===== config.mk =====
export PLATFORM = sky130hd
export DESIGN_NAME = commit_queue
export DESIGN_NICKNAME = d
export VERILOG_FILES = /design/src/rtl/commit_queue.sv
export SDC_FILE = /design/constraint.sdc
export NUM_CORES = 1
export LEC_CHECK = 0
export BUFFER_PORTS_ARGS = -buffer_cell sky130_fd_sc_hd__buf_4
export CAP_MARGIN = 20
export CORE_MARGIN = 2
export CORE_UTILIZATION = 59
export DETAILED_ROUTE_END_ITERATION = 16
export PLACE_DENSITY = 0.81
export REMOVE_ABC_BUFFERS = 1
export SYNTH_ARGS = -nofsm -noshare
export SYNTH_HDL_FRONTEND = slang
export SYNTH_SLANG_ARGS = --single-unit

===== constraint.sdc =====
create_clock -name clk -period 8.73 [get_ports clk]
set_clock_uncertainty 0.2 [all_clocks]
set_input_delay 0.4365 -clock clk [delete_from_list [all_inputs] [get_ports clk]]
set_output_delay 0.4365 -clock clk [all_outputs]
set_load 0.005 [all_outputs]

===== src/rtl/commit_queue.sv =====
module commit_queue #(
  parameter int DEPTH = 8,
  parameter int REG_W = 5,
  parameter int DATA_W = 32,
  localparam int IDX_W = (DEPTH > 1) ? $clog2(DEPTH) : 1
) (
  input  logic              clk,
  input  logic              rst_n,
  input  logic              alloc_valid,
  input  logic [1:0]        alloc_kind,
  input  logic [REG_W-1:0]  alloc_dest,
  output logic              alloc_ready,
  output logic [IDX_W-1:0]  alloc_idx,
  input  logic              done_valid,
  input  logic [IDX_W-1:0]  done_idx,
  input  logic [DATA_W-1:0] done_value,
  input  logic              done_fault,
  input  logic              done_mispredict,
  input  logic              flush_in,
  output logic              commit_reg_we,
  output logic [REG_W-1:0]  commit_dest,
  output logic [DATA_W-1:0] commit_value,
  output logic              commit_store,
  output logic              commit_redirect,
  output logic              commit_exc
);
  localparam int CNT_W = $clog2(DEPTH + 1);
  localparam logic [1:0] KIND_REG = 2'b00;
  localparam logic [1:0] KIND_ST  = 2'b01;
  localparam logic [1:0] KIND_BR  = 2'b10;

  logic [DEPTH-1:0]  vld_q, rdy_q, flt_q, mis_q;
  logic [1:0]        kind_q [DEPTH];
  logic [REG_W-1:0]  dest_q [DEPTH];
  logic [DATA_W-1:0] val_q  [DEPTH];
  logic [IDX_W-1:0]  head_q, tail_q;
  logic [CNT_W-1:0]  cnt_q;

  function automatic logic [IDX_W-1:0] bump(input logic [IDX_W-1:0] p);
    return (p == IDX_W'(DEPTH - 1)) ? '0 : p + 1'b1;
  endfunction

  logic       head_go, head_flt, wipe, take, pop, done_hit;
  logic [1:0] head_kind;

  assign head_go   = vld_q[head_q] & rdy_q[head_q] & ~flush_in;
  assign head_flt  = flt_q[head_q];
  assign head_kind = kind_q[head_q];

  assign commit_exc      = head_go & head_flt;
  assign commit_reg_we   = head_go & ~head_flt & (head_kind == KIND_REG);
  assign commit_store    = head_go & ~head_flt & (head_kind == KIND_ST);
  assign commit_redirect = head_go & ~head_flt & (head_kind == KIND_BR) & mis_q[head_q];
  assign commit_dest     = dest_q[head_q];
  assign commit_value    = val_q[head_q];

  assign wipe        = flush_in | commit_exc | commit_redirect;
  assign alloc_ready = (cnt_q != CNT_W'(DEPTH)) & ~wipe;
  assign alloc_idx   = tail_q;
  assign take        = alloc_valid & alloc_ready;
  assign pop         = head_go & ~wipe;
  assign done_hit    = done_valid & vld_q[done_idx];

  always_ff @(posedge clk) begin
    if (!rst_n) begin
      vld_q  <= '0;
      rdy_q  <= '0;
      flt_q  <= '0;
      mis_q  <= '0;
      head_q <= '0;
      tail_q <= '0;
      cnt_q  <= '0;
    end else if (wipe) begin
      vld_q  <= '0;
      head_q <= '0;
      tail_q <= '0;
      cnt_q  <= '0;
    end else begin
      if (pop) begin
        vld_q[head_q] <= 1'b0;
        head_q        <= bump(head_q);
      end
      if (take) begin
        vld_q[tail_q] <= 1'b1;
        rdy_q[tail_q] <= 1'b0;
        flt_q[tail_q] <= 1'b0;
        mis_q[tail_q] <= 1'b0;
        tail_q        <= bump(tail_q);
      end
      if (done_hit) begin
        rdy_q[done_idx] <= 1'b1;
        flt_q[done_idx] <= done_fault;
        mis_q[done_idx] <= done_mispredict;
      end
      cnt_q <= cnt_q + CNT_W'(take) - CNT_W'(pop);
    end
  end

  always_ff @(posedge clk) begin
    if (take) begin
      kind_q[tail_q] <= alloc_kind;
      dest_q[tail_q] <= alloc_dest;
    end
    if (done_hit) val_q[done_idx] <= done_value;
  end
endmodule



==> out/summary.txt <==
Synth async-reset ratio - 0%
hold slack final - 0.1611 ns
initial core utilization - 60.30%
ANT cells - 0
post-route ant nets - 0
CTS tree - done
Setup Viol. Count Final - 0
DP Worst Slack - 4.276 ns
Synth area leader - edfxtp_1
max capacitance violation total - 0
fin. max-slew vios - 0
routed via count - 7,590
Synth Instances - 741
Hold Fails Final Rpt - 0
Die Y - 159.3 um
# rows - 56
crit path kind - register to register
area of the core - 23,610 um^2
WL per Instance - 23.95 um
Layout area overhead - 19.33%
vias in the first global route - 7,841
GRT Total Usage - 23.07%
most common cell in the netlist - edfxtp_1
Final Cell Area - 16,990 um^2
final period utilization - 50.58%
Post-DP Area - 15,290 um^2
Bufs on Longest Clock Path - 3
placed cells - 1,117
Final min period - 4.416 ns
Post-synth EDFFs - 312
RePlAce Congestion - 0.8473
leakage power - 5.488 nW
number of distinct library cells after synthesis - 45
setup_tns - 0 ns
VDD IR max - 0.1862 mV
Hold Path Class - input port to register
die area - 25,390 um^2
fill cell count - 1,419
Critical Path Sink Type - register
register bit total from synthesis - 357
largest net degree at the start of global routing - 71
clock slew at reported path FFs - 0.06 ns
non-filler cells, final - 1,224
wirelength, routed - 29,320 um
Detail Placement HPWL - 15,940 um
PwrDens - 212.7 nW/um^2
drt first pass iters - 7
CTS sink cnt - 357
Netlist Area Pre-Place - 14,240 um^2
share of the synthesized area in the top cell type - 65.81%
CTS Buf Count - 36
CTS root buffer - clkbuf_16
First DRT Iteration DRCs - 677
fmax - 226.5 MHz
crit path launch type - register
setup ws final - 4.314 ns
Synth Area per Inst - 19.21 um^2
HP Start - done_fault
Worst-Margin Slew - 1.098 ns
Nets - 936
CTS HTree Levels - 2
grt ovf - 0
unrepaired setup endpoints after global routing - no
YS warnings - 0
Residual DRC - 0
global-route wire length before repair - 44,820 um
Die X - 159.3 um
Worst-Skew Late Latency - 0.51 ns
Critical Path AT - 4.59 ns
initial antenna violation count - 1
synth cell count leaders - edfxtp_1, mux4_2, dfxtp_1
top post-synthesis cells by area - edfxtp_1, mux4_2, dfxtp_1
Via density - 6.201
sequential cell area fraction in the yosys report - 72.13%
io pins - 94
share of cells above drive strength 1 - 34.48%
critical path fanouts, max - 43
outcome - finished, final reports clean
Port Buf Inserts - 93
worst relative slew slack - 26.78%
WP data required - 8.90 ns
ys flop type - edfxtp_1
==> cell type report <==
cell class              count  area, um^2  area share, %
clock buffers              47        1035          6.090
clock inverters            19       260.3          1.532
inverters                  15       56.30         0.3314
multi-input cells         322        3775          22.22
flip-flops and latches    357       10280          60.50
well taps                 319       399.1          2.349
repair buffers            145        1186          6.981
==> stage by stage <==
stage	util, %	power (mW)
CTS	71.89	3.634
floorplan	-	1.938
detailed placement	64.75	1.992
finish	71.95	3.614
global route	71.95	3.707
global placement	64.75	1.985
==> registers in the layout, summed over array words and instances (netlist names), named ones only <==
register   count
alloc_idx      3
cnt_q          4
dest_q        40
flt_q          8
head_q         3
kind_q        16
mis_q          8
rdy_q          8
val_q        256
vld_q          8
==> layer usage <==
metal	wire length [um]	GRT usage (%)
met1	11700	31.38
met2	14850	39.23
met3	2218	4.272
met4	527	5.868
met5	13	0
==> power by group <==
part           internal, mW  switching [mW]  leakage [nW]  total (mW)
Clock                  1.02           0.625         0.639        1.64
Sequential             1.86         0.00458          3.17        1.87
Combinational        0.0450          0.0597          1.68       0.105
Total                  2.92           0.690          5.49        3.61
==> timing repair <==
item | in CTS | in global routing
gates resized for setup | 0 | 0
buffers inserted | 0 | 0
hold endpoints to repair | 312 | 0
hold buffers | 39 | 0
==> cells in the final DEF (no fill, tap or decap), types with 8 or more instances in the layout <==
cell,instances
dfxtp_1,42
nand2_1,36
o2bb2ai_1,8
a21oi_1,13
clkinv_2,8
inv_1,12
a2111o_1,12
edfxtp_1,312
o41ai_1,8
a211oi_1,11
mux4_2,86
buf_4,106
mux2_2,39
ha_1,9
nor2_1,17
clkbuf_16,38
o31ai_1,16
dlygate4sd3_1,39
==> cell families after synthesis <==
group           after synthesis  share of synthesized area [%]
flops                       357                          72.13
mux                         131                          17.11
simple gates                 93                          3.076
compound gates               86                          4.886
buf+inv                      62                          1.740
fa+ha+maj                    10                         0.9316
xor+xnor                      2                         0.1231
==> worst paths after layout <==
check	slack, ns	end	depth (start not counted)
max	4.31	cnt_q[2]	12
min	0.16	flt_q[0]	4
max reg2reg	4.31	cnt_q[2]	12
min reg2reg	0.26	flt_q[0]	2
==> worst max-delay path, cell delays in order, from the launching register on <==
cell	delay, ns
dfxtp_4	0.90
mux4_2	0.59
mux2_2	0.30
or3_1	0.39
nand3b_2	0.58
nor2_1	0.12
ha_1	0.30
inv_1	0.06
ha_1	0.16
inv_1	0.06
fa_1	0.40
xor2_1	0.17
nor2_1	0.06
(Power assumes the default switching activity.)
